### src/rtl/spi_psc_pkg.sv
package spi_psc_pkg;
  typedef enum logic {ENC_LEGACY = 1'b0, ENC_EXTENDED = 1'b1} enc_e;

  typedef struct packed {
    logic lead;
    logic trail;
  } edge_s;
endpackage

### src/rtl/spi_psc_decode.sv
module spi_psc_decode
  import spi_psc_pkg::*;
#(
  parameter enc_e ENC     = ENC_EXTENDED,
  parameter int   PS_W    = 8,
  parameter int   MANT_W  = 4,
  parameter int   EXP_W   = 3,
  parameter int   RATIO_W = MANT_W + (2 ** EXP_W) - 1
) (
  input  logic [PS_W-1:0]    ps,
  output logic [RATIO_W-1:0] ratio
);
  localparam int EXP_LO_POS = MANT_W;
  localparam int EXP_HI_POS = MANT_W + 2;

  logic [MANT_W-1:0] mant;
  logic [MANT_W-1:0] mant_eff;

  assign mant     = ps[MANT_W-1:0];
  assign mant_eff = (mant < MANT_W'(2)) ? MANT_W'(2) : mant;

  generate
    if (ENC == ENC_EXTENDED) begin : g_ext
      logic [EXP_W-1:0] expo;
      assign expo  = {ps[EXP_HI_POS +: EXP_W-1], ps[EXP_LO_POS]};
      assign ratio = RATIO_W'(mant_eff) << expo;
    end else begin : g_leg
      assign ratio = RATIO_W'({mant_eff, 1'b0});
    end
  endgenerate
endmodule

### src/rtl/spi_psc_ratio_reg.sv
module spi_psc_ratio_reg #(
  parameter int RATIO_W = 11
) (
  input  logic               clk,
  input  logic               rst,
  input  logic               load,
  input  logic [RATIO_W-1:0] ratio_d,
  output logic [RATIO_W-1:0] ratio_q
);
  always_ff @(posedge clk) begin
    if (rst)       ratio_q <= RATIO_W'(4);
    else if (load) ratio_q <= ratio_d;
  end
endmodule

### src/rtl/spi_psc_edge_gen.sv
module spi_psc_edge_gen
  import spi_psc_pkg::*;
#(
  parameter int RATIO_W = 11
) (
  input  logic               clk,
  input  logic               rst,
  input  logic               run,
  input  logic               cpol,
  input  logic               cpha,
  input  logic [RATIO_W-1:0] ratio,
  output logic               sclk,
  output edge_s              edges,
  output logic               sample,
  output logic               shift,
  output logic               period_end
);
  logic [RATIO_W-1:0] cnt;
  logic [RATIO_W-1:0] idle_len;
  logic               at_lead;

  assign idle_len   = ratio - (ratio >> 1);
  assign at_lead    = (cnt == idle_len - RATIO_W'(1));
  assign period_end = (cnt == ratio - RATIO_W'(1));

  always_ff @(posedge clk) begin
    if (rst) begin
      cnt    <= '0;
      sclk   <= 1'b0;
      edges  <= '0;
      sample <= 1'b0;
      shift  <= 1'b0;
    end else if (!run) begin
      cnt    <= '0;
      sclk   <= cpol;
      edges  <= '0;
      sample <= 1'b0;
      shift  <= 1'b0;
    end else begin
      edges.lead  <= at_lead;
      edges.trail <= period_end;
      sample      <= cpha ? period_end : at_lead;
      shift       <= cpha ? at_lead : period_end;
      if (period_end) begin
        cnt  <= '0;
        sclk <= cpol;
      end else begin
        cnt <= cnt + RATIO_W'(1);
        if (at_lead) sclk <= ~cpol;
      end
    end
  end
endmodule

### src/rtl/spi_sclk_prescaler.sv
module spi_sclk_prescaler
  import spi_psc_pkg::*;
#(
  parameter enc_e ENC    = ENC_EXTENDED,
  parameter int   PS_W   = 8,
  parameter int   MANT_W = 4,
  parameter int   EXP_W  = 3
) (
  input  logic            clk,
  input  logic            rst,
  input  logic [PS_W-1:0] prescale_i,
  input  logic            cpol_i,
  input  logic            cpha_i,
  input  logic            run_i,
  input  logic            word_last_i,
  output logic            sclk_o,
  output logic            lead_stb_o,
  output logic            trail_stb_o,
  output logic            sample_stb_o,
  output logic            shift_stb_o
);
  localparam int RATIO_W = MANT_W + (2 ** EXP_W) - 1;

  logic [RATIO_W-1:0] ratio_d;
  logic [RATIO_W-1:0] ratio_q;
  logic               period_end;
  logic               load;
  edge_s              edges;

  spi_psc_decode #(
    .ENC(ENC), .PS_W(PS_W), .MANT_W(MANT_W), .EXP_W(EXP_W), .RATIO_W(RATIO_W)
  ) u_decode (
    .ps(prescale_i), .ratio(ratio_d)
  );

  assign load = !run_i || (word_last_i && period_end);

  spi_psc_ratio_reg #(.RATIO_W(RATIO_W)) u_ratio (
    .clk(clk), .rst(rst), .load(load), .ratio_d(ratio_d), .ratio_q(ratio_q)
  );

  spi_psc_edge_gen #(.RATIO_W(RATIO_W)) u_edge (
    .clk(clk), .rst(rst), .run(run_i), .cpol(cpol_i), .cpha(cpha_i),
    .ratio(ratio_q), .sclk(sclk_o), .edges(edges), .sample(sample_stb_o),
    .shift(shift_stb_o), .period_end(period_end)
  );

  assign lead_stb_o  = edges.lead;
  assign trail_stb_o = edges.trail;
endmodule

### config.mk
export PLATFORM = sky130hd
export DESIGN_NAME = spi_sclk_prescaler
export DESIGN_NICKNAME = d
export VERILOG_FILES = /design/src/rtl/spi_psc_pkg.sv /design/src/rtl/spi_psc_decode.sv /design/src/rtl/spi_psc_ratio_reg.sv /design/src/rtl/spi_psc_edge_gen.sv /design/src/rtl/spi_sclk_prescaler.sv
export SDC_FILE = /design/constraint.sdc
export NUM_CORES = 1
export LEC_CHECK = 0
export BUFFER_PORTS_ARGS = -buffer_cell sky130_fd_sc_hd__buf_2
export CORE_MARGIN = 8
export CORE_UTILIZATION = 35
export DETAILED_ROUTE_END_ITERATION = 10
export SETUP_SLACK_MARGIN = 0.2
export SYNTH_ARGS = -nofsm -noshare
export SYNTH_HDL_FRONTEND = slang
export SYNTH_HIERARCHICAL = 1
export SYNTH_SLANG_ARGS = --single-unit
### constraint.sdc
create_clock -name clk -period 6.3 [get_ports clk]
set_clock_uncertainty 0.05 [all_clocks]
set_input_delay 1.26 -clock clk [delete_from_list [all_inputs] [get_ports clk]]
set_output_delay 1.26 -clock clk [all_outputs]
set_load 0.1 [all_outputs]
==> flow_summary.ini, run 1 <==
[yosys]
synth_common_cells = nor2_1 (41), ha_1 (28), dfxtp_1 (27)
synth_mux_area_share_pct = 6.39
syn_avg_cell_area_um2 = 8.14
synth_compound_area_share_pct = 14.4
yosys.area.top_type_share_pct = 21.1
syn_nets = 358
ys_warn_count = 6
synth-xor-area-share_pct = 13.6
synth_edf_count = 0
synth-simple-area-share_pct = 25.3
synth_top_cell_by_area = dfxtp_1
ys_seq_area_share_pct = 21.1
synthDistinctLibCells = 58
yosys_most_used_dff = dfxtp_1
ys_seq_elements = 27
async_flop_share_pct = 0
synthTopCellsByArea = dfxtp_1 (21%), ha_1 (14%), xnor2_1 (6.8%)
synth_top_family_by_area = simple AND/OR/NAND/NOR gates
syn_area_mm2 = 0.00256
synth_most_common_cell = nor2_1
netlist_instances = 315
yosys.area_share.adder_pct = 14.4

[die]
core.rowCount = 31
die_x_um = 102
start_util_pct = 35.7
io_pins = 19
die_h_um = 102
fp.dieArea_mm2 = 0.0103
core_area_mm2 = 0.00718

[sta]
worst_pin_slew_ns = 0.598
period_needed_ns = 3.25
finalCritPeriodShare_pct = 51.5
setup_viol = 0
rsz0062_at_grt = no
slew_headroom_pct = 59.5
finalMaxSlewViolations = 0
setup_tns_ns = 0
fmax_mhz = 308
finalHoldViolCount = 0

[cts]
post_cts_buffers = 0
clock_sinks = 27
hold_buffers = 0
insertion_delay_ns = 0.28
tritoncts = built
cts_resized = 0
numCtsBuffers = 3
clk_pin_slew_ns = 0.10
root_buffer = clkbuf_8
h-tree-depth = 1
cts_buffer_depth = 2

[power]
p_per_area_mw_per_mm2 = 160
vdd_drop_max_mv = 0.0782
p_leak_uw = 0.00118

[routing]
drc = 0
vias = 2166
drt-initial-drc-count = 113
via_per_inst = 5.08
totalWireLength_mm = 5.93
ant_nets = 0
wl_per_cell_um = 13.9
drtPass1Iterations = 4

[setup_path]
r2r-end = u_edge/sclk
reg2reg_setup_slack_ns = 3.05
cp_max_fo = 5
critPathCapture = u_edge/sclk
rr_startpoint = u_ratio/ratio_q[1]
ff2ff_path_depth = 10
startpoint_type = flop
critPathCaptureType = flop
crit_arrival_ns = 3.37
cp.required_ns = 6.42
path_class = flop to flop
startpoint = u_ratio/ratio_q[1]

[place]
port_buffers = 17
routabilityCongestion = 0.847
place_hpwl_mm = 4.72
postPlaceCellArea_mm2 = 0.00273
dp_cells = 422

[finish]
nets = 371
stdcell_count = 426
final_layout_size_suffix_gt1_share_pct = 9.79
n_antenna_cell = 0
finalInstanceArea_mm2 = 0.00278
synthToLayoutAreaGrowth_pct = 8.35
fillers = 740
seq_area_um2 = 541
multi_input_area_mm2 = 0.00190

[flow_run]
max_cap_violations = 0

[grt]
grt_max_degree = 17
gr-usage-all-layers_pct = 11.6
gr-total-overflow = 0
grt_pass1_wl_mm = 9.57
antenna_found_initial = 0
grt_pass1_vias = 2064

[worst_hold_path]
hold_path.class = flop to flop

[status]
status = finished, final reports clean
## cell type report
| cell class | instances | area share (%) |
|---|---|---|
| clock buffers | 3 | 1.49 |
| clock inverters | 1 | 0.270 |
| inverters | 21 | 2.84 |
| multi-input cells | 258 | 68.4 |
| flip-flops and latches | 27 | 19.5 |
| well taps | 99 | 4.46 |
| repair buffers | 17 | 3.06 |
## worst max-delay path: stages, from the launching register on
cell	delay (ns)
dfxtp_1	0.43
inv_1	0.12
ha_1	0.22
fa_1	0.49
xor2_1	0.18
a211oi_1	0.23
nand3_1	0.10
or4_4	0.56
nor4_4	0.45
a21oi_1	0.12
nand4b_1	0.18
## state kept, by name, indices dropped and copies added (netlist names)
name             cells
u_edge/shift         1
u_edge/cnt          11
u_ratio/ratio_q     11
u_edge/edges         2
u_edge/sclk          1
u_edge/sample        1
## how the worst min path moves through the flow
stage	from	endpoint	depth (start not counted)
2_1_floorplan	u_edge/cnt[0]	u_edge/cnt[0]	1
3_3_place_gp	u_edge/cnt[0]	u_edge/cnt[0]	1
3_5_place_dp	u_edge/cnt[0]	u_edge/cnt[0]	1
4_1_cts	u_edge/cnt[0]	u_edge/cnt[0]	1
5_1_grt	u_edge/cnt[0]	u_edge/cnt[0]	1
6_report	u_edge/cnt[0]	u_edge/cnt[0]	1
## report_power, final
part | total (uW) | switching (uW) | internal, uW
sequential | 180 | 5.62 | 175
combinational | 159 | 92.7 | 65.9
clock | 106 | 60.6 | 45.1
total | 445 | 159 | 286
## stage by stage
step | util (%) | total power (uW) | hold slack (ns) | worst slack [ns]
after global placement | 38.0 | 337 | 0.473 | 3.16
after floorplan | - | 306 | 0.423 | 3.44
after global routing | 38.7 | 474 | 0.535 | 2.86
after CTS | 38.7 | 449 | 0.511 | 3.07
after detailed placement | 38.0 | 340 | 0.486 | 3.10
final | 38.7 | 445 | 0.498 | 3.05
## logic make-up (layout without fill, tap and decap cells)
kind of cell	after synthesis	after routing
and+or+nand+nor	121	121
AOI/OAI and AO/OA	54	54
xor gates and xnor gates	38	38
buffers and inverters	30	42
adders and majority gates	29	29
DFF	27	27
muxes	16	16
## layer usage
layer	GRT usage, %	vias up	wire length, um
met5	0	-	0
met4	3.21	0	65
met3	2.34	4	338
met2	20.3	52	2810
met1	13.9	995	2710
li1	-	1115	-
## cells in the final DEF (no fill, tap or decap), types with 4 or more instances in the layout
cell,instances
nor2_1,41
nand2_1,15
nand3_1,10
a211oi_1,6
nor2b_1,9
ha_1,28
xnor2_1,20
nor3_1,8
inv_1,20
xor2_1,16
buf_2,17
mux2i_1,13
a21oi_1,12
nand3b_1,5
o21ai_0,8
dfxtp_1,27
nand4_1,4
nand2b_1,13
(Power assumes the default switching activity.)
==> run 2, diff against run 1 <==
==> constraint.sdc (replaced) <==
create_clock -name clk -period 3.2 [get_ports clk]
set_clock_uncertainty 0.05 [all_clocks]
set_input_delay 0.64 -clock clk [delete_from_list [all_inputs] [get_ports clk]]
set_output_delay 0.64 -clock clk [all_outputs]
set_load 0.1 [all_outputs]
==> flow_summary.ini, run 2 (same netlist as run 1, synthesis figures left out) <==
[grt]
gr-total-overflow = 0
grt_pass1_wl_mm = 9.69
gr-usage-all-layers_pct = 11.8
grt_pass1_vias = 2109
antenna_found_initial = 0
grt_max_degree = 17

[setup_path]
r2r-end = u_edge/sclk
crit_chain = inv_4, ha_4, fa_2, xor2_1, a211oi_2, nand3_1, or4_4, nor4_4, a21oi_1, nand4b_1
cp.required_ns = 3.32
ff2ff_path_depth = 10
cp_max_fo = 5
crit_buf_inv = 1
startpoint_type = flop
crit_arrival_ns = 2.99
critPathCaptureType = flop
reg2reg_setup_slack_ns = 0.33
critPathSlowestCell = or4_4
path_class = flop to flop
cp_top_family = simple AND/OR/NAND/NOR gates
max_stage_delay_ns = 0.56
rr_startpoint = u_ratio/ratio_q[1]

[sta]
worst_pin_slew_ns = 0.673
whs_ns = 0.505
rsz0062_at_grt = no
finalMaxSlewViolations = 0
finalCritPeriodShare_pct = 89.7
setup_viol = 0
setup_tns_ns = 0
fmax_mhz = 348
period_needed_ns = 2.87
slew_headroom_pct = 54.4
finalHoldViolCount = 0

[routing]
drtPass1Iterations = 4
drc = 0
route.met3.wl_um = 383
via_per_inst = 5.06
met2_length_mm = 2.82
wl_met1_mm = 2.73
dr.max_layer_used = met4
totalWireLength_mm = 6.00
vias = 2201
ant_nets = 0
wl_per_cell_um = 13.8
drt-initial-drc-count = 87

[cts]
cts_buffer_depth = 2
clock_sinks = 27
h-tree-depth = 1
numCtsBuffers = 3
clk_pin_slew_ns = 0.10
tritoncts = built
insertion_delay_ns = 0.28
hold_buffers = 0
root_buffer = clkbuf_8

[die]
io_pins = 19
die_h_um = 102
die_x_um = 102
core.rowCount = 31
start_util_pct = 35.7
core_area_mm2 = 0.00718
fp.dieArea_mm2 = 0.0103

[finish]
stdcell_count = 435
n_antenna_cell = 0
final_layout_size_suffix_gt1_share_pct = 16.7
finalInstanceArea_mm2 = 0.00293
fillers = 742
reg_top3 = u_edge/cnt: 11 flops, u_ratio/ratio_q: 11 flops, u_edge/edges: 2 flops
final_common_cell = nor2_1
nets = 380
layout_common_cells = nor2_1 (41), ha_1 (26), dfxtp_1 (25)
synthToLayoutAreaGrowth_pct = 14.3

[power]
p_per_area_mw_per_mm2 = 308
p_leak_uw = 0.00124
vdd_drop_max_mv = 0.177

[place]
dp_cells = 431
routabilityCongestion = 0.965
port_buffers = 17
postPlaceCellArea_mm2 = 0.00281
place_hpwl_mm = 4.87

[worst_hold_path]
holdPathStages = 1
hold_path.class = flop to flop
min_to = u_edge/cnt[0]
worstHoldStart = u_edge/cnt[0]

[status]
status = finished, final reports clean

[flow_run]
max_cap_violations = 0
## run 2: metrics by stage
| step | power (uW) | util [%] | setup WS (ns) |
|---|---|---|---|
| 5_1_grt | 956 | 40.8 | 0.205 |
| 2_1_floorplan | 602 | - | 0.341 |
| 3_5_place_dp | 680 | 39.1 | 0.177 |
| 4_1_cts | 900 | 40.2 | 0.203 |
| 6_report | 901 | 40.8 | 0.330 |
| 3_3_place_gp | 674 | 39.1 | 0.218 |
## run 2: area by class of cell
| class | count | area [um2] | share of cell area (%) |
|---|---|---|---|
| clock inverters | 1 | 7.51 | 0.256 |
| flip-flops and latches | 27 | 546 | 18.6 |
| multi-input cells | 258 | 1970 | 67.1 |
| inverters | 21 | 81.3 | 2.78 |
| clock buffers | 3 | 41.3 | 1.41 |
| well taps | 99 | 124 | 4.23 |
| repair buffers | 26 | 165 | 5.64 |
## run 2: worst max path at each step
stage               slack [ns]     endpoint  depth (start not counted)                from
finish                    0.33  u_edge/sclk                         10  u_ratio/ratio_q[1]
global route              0.20  u_edge/sclk                         10  u_ratio/ratio_q[1]
CTS                       0.20  u_edge/sclk                         10  u_ratio/ratio_q[1]
detailed placement        0.18  u_edge/sclk                          9  u_ratio/ratio_q[0]
global placement          0.22  u_edge/sclk                          9  u_ratio/ratio_q[2]
floorplan                 0.34  u_edge/sclk                         10  u_ratio/ratio_q[1]
## run 2: repair_timing
| item | CTS | global route |
|---|---|---|
| setup buffers | 0 | 0 |
| pin swaps | 3 | 6 |
| gates resized for setup | 3 | 15 |
| endpoints found under the setup margin | 3 | 15 |
## run 2: worst reg2reg max path: cells and delay by family, from the launching register on
family,cells,cell delay [ns]
adder cells (fa/ha/maj),2,0.69
XOR/XNOR,1,0.08
flip-flops,1,0.36
AND/OR/NAND/NOR,4,1.21
buffers and inverters,1,0.05
AO/OA/AOI/OAI,2,0.31
## run 2: power by group
part	leakage (uW)	internal, uW	switching, uW
Sequential	0.000220	343	8.29
Clock	0.0000217	88.8	120
Combinational	0.00100	148	193
Total	0.00124	580	321
## run 2: layer usage
layer  vias to the layer above  GRT usage (%)
met4                         0           2.86
met5                         -              0
met2                        48           21.0
met3                         7           2.20
li1                       1133              -
met1                      1013           14.2
==> run 3, diff against run 2 <==
--- a/config.mk
+++ b/config.mk
@@ -9,6 +9,7 @@
 export CORE_MARGIN = 8
 export CORE_UTILIZATION = 35
 export DETAILED_ROUTE_END_ITERATION = 10
+export RECOVER_POWER = 100
 export SETUP_SLACK_MARGIN = 0.2
 export SYNTH_ARGS = -nofsm -noshare
 export SYNTH_HDL_FRONTEND = slang
==> flow_summary.ini, run 3 (same netlist as run 1, synthesis figures left out) <==
[cts]
numCtsBuffers = 3
h-tree-depth = 1
clk_pin_slew_ns = 0.10
clock_sinks = 27
tritoncts = built
insertion_delay_ns = 0.28
post_cts_buffers = 0
root_buffer = clkbuf_8
cts_buffer_depth = 2

[sta]
worst_pin_slew_ns = 1.18
fmax_mhz = 336
period_needed_ns = 2.97
fin_ws_ns = 0.227
slew_headroom_pct = 21.6
setup_viol = 0
setup_tns_ns = 0
rsz0062_at_grt = no
finalHoldViolCount = 0
finalCritPeriodShare_pct = 92.9
finalMaxSlewViolations = 0

[grt]
gr-total-overflow = 0
grt_pass1_vias = 2109
grt_pass1_wl_mm = 9.69
gr-usage-all-layers_pct = 11.8
antenna_found_initial = 0
grt_max_degree = 17

[setup_path]
path_class = flop to flop
cp.required_ns = 3.32
cp_max_fo = 5
crit_buf_inv = 1
rr_startpoint = u_ratio/ratio_q[1]
r2r-end = u_edge/sclk
max_stage_delay_ns = 0.61
ff2ff_path_depth = 10
reg2reg_setup_slack_ns = 0.23
startpoint_type = flop
crit_cells = 10
crit_chain = inv_4, ha_4, fa_2, xor2_1, a211oi_2, nand3_1, or4_1, nor4_4, a21oi_1, nand4b_1
crit_arrival_ns = 3.10
cp_top_family = simple AND/OR/NAND/NOR gates
startpoint = u_ratio/ratio_q[1]
critPathCaptureType = flop
critPathSlowestCell = or4_1

[die]
start_util_pct = 35.7
io_pins = 19
core.rowCount = 31
die_x_um = 102
die_h_um = 102
core_area_mm2 = 0.00718
fp.dieArea_mm2 = 0.0103

[finish]
synthToLayoutAreaGrowth_pct = 13.6
reg_top3 = u_edge/cnt: 11 flops, u_ratio/ratio_q: 11 flops, u_edge/edges: 2 flops
fillers = 752
finalInstanceArea_mm2 = 0.00291
final_layout_size_suffix_gt1_share_pct = 14.3
postLayoutCoreUtil_pct = 40.6
nets = 380
layout_common_cells = nor2_1 (41), ha_1 (26), dfxtp_1 (26)
n_antenna_cell = 0
final_common_cell = nor2_1

[routing]
drtPass1Iterations = 4
via_per_inst = 5.09
drc = 0
vias = 2212
totalWireLength_mm = 6.01
wl_per_cell_um = 13.8
drt-initial-drc-count = 104
ant_nets = 0

[power]
p_leak_uw = 0.00122
vdd_drop_max_mv = 0.177
p_per_area_mw_per_mm2 = 309

[worst_hold_path]
worstHoldStart = u_edge/cnt[0]
holdPathStages = 1
hold_path.class = flop to flop
min_to = u_edge/cnt[0]

[place]
routabilityCongestion = 0.965
port_buffers = 17
place_hpwl_mm = 4.87
postPlaceCellArea_mm2 = 0.00281
dp_slack_ns = 0.177

[flow_run]
max_cap_violations = 0

[status]
status = finished, final reports clean
## run 3: cell types whose count changed in the layout (fill, tap and decap cells not counted), sizes merged
| cell | previous run | this run |
|---|---|---|
| buf | 26 | 21 |
| clkbuf | 3 | 8 |
## run 3: where the power goes
part           total, uW  leakage (uW)  switching [uW]  internal, uW
clock                209     0.0000217             120          88.8
combinational        338      0.000975             192           147
sequential           352      0.000220            8.33           343
total                899       0.00122             320           579
## run 3: per-stage QoR
step,total power (uW),cells,hold WS [ns]
finish,899,435,0.501
global placement,674,431,0.472
CTS,900,435,0.519
global route,953,435,0.547
detailed placement,680,431,0.493
floorplan,602,315,0.423
## run 3: repair_timing
| action | in CTS | in global routing |
|---|---|---|
| pin swaps | 3 | 6 |
| gates resized for setup | 3 | 15 |
| hold buffers | 0 | 0 |
| endpoints found under the setup margin | 3 | 15 |
## run 3: worst max-delay path by stage
stage	to	slack, ns
CTS	u_edge/sclk	0.20
floorplan	u_edge/sclk	0.34
detailed placement	u_edge/sclk	0.18
global route	u_edge/sclk	0.11
finish	u_edge/sclk	0.23
global placement	u_edge/sclk	0.22
## run 3: layout make-up
type | count | area (um2) | share of cell area (%)
multi-input combinational | 258 | 1960 | 67.1
inverter | 21 | 81.3 | 2.79
tap | 99 | 124 | 4.25
timing repair buffer | 26 | 159 | 5.46
clock inverter | 1 | 7.51 | 0.258
sequential | 27 | 544 | 18.7
clock buffer | 3 | 41.3 | 1.42
## run 3: layer usage
metal / vias to the layer above / global-route usage (%) / share of wire (%)
met4: 0 / 2.86 / 1.2
met2: 45 / 21.0 / 47
li1: 1131 / - / -
met5: - / 0 / 0
met3: 9 / 2.20 / 5.2
met1: 1027 / 14.2 / 47
## run 3: worst reg2reg max path, cell delays in order (launching register included)
cell and delay (ns):
dfxtp_1 0.39, inv_4 0.06, ha_4 0.16, fa_2 0.54
xor2_1 0.08, a211oi_2 0.20, nand3_1 0.08, or4_1 0.61
nor4_4 0.42, a21oi_1 0.11, nand4b_1 0.17
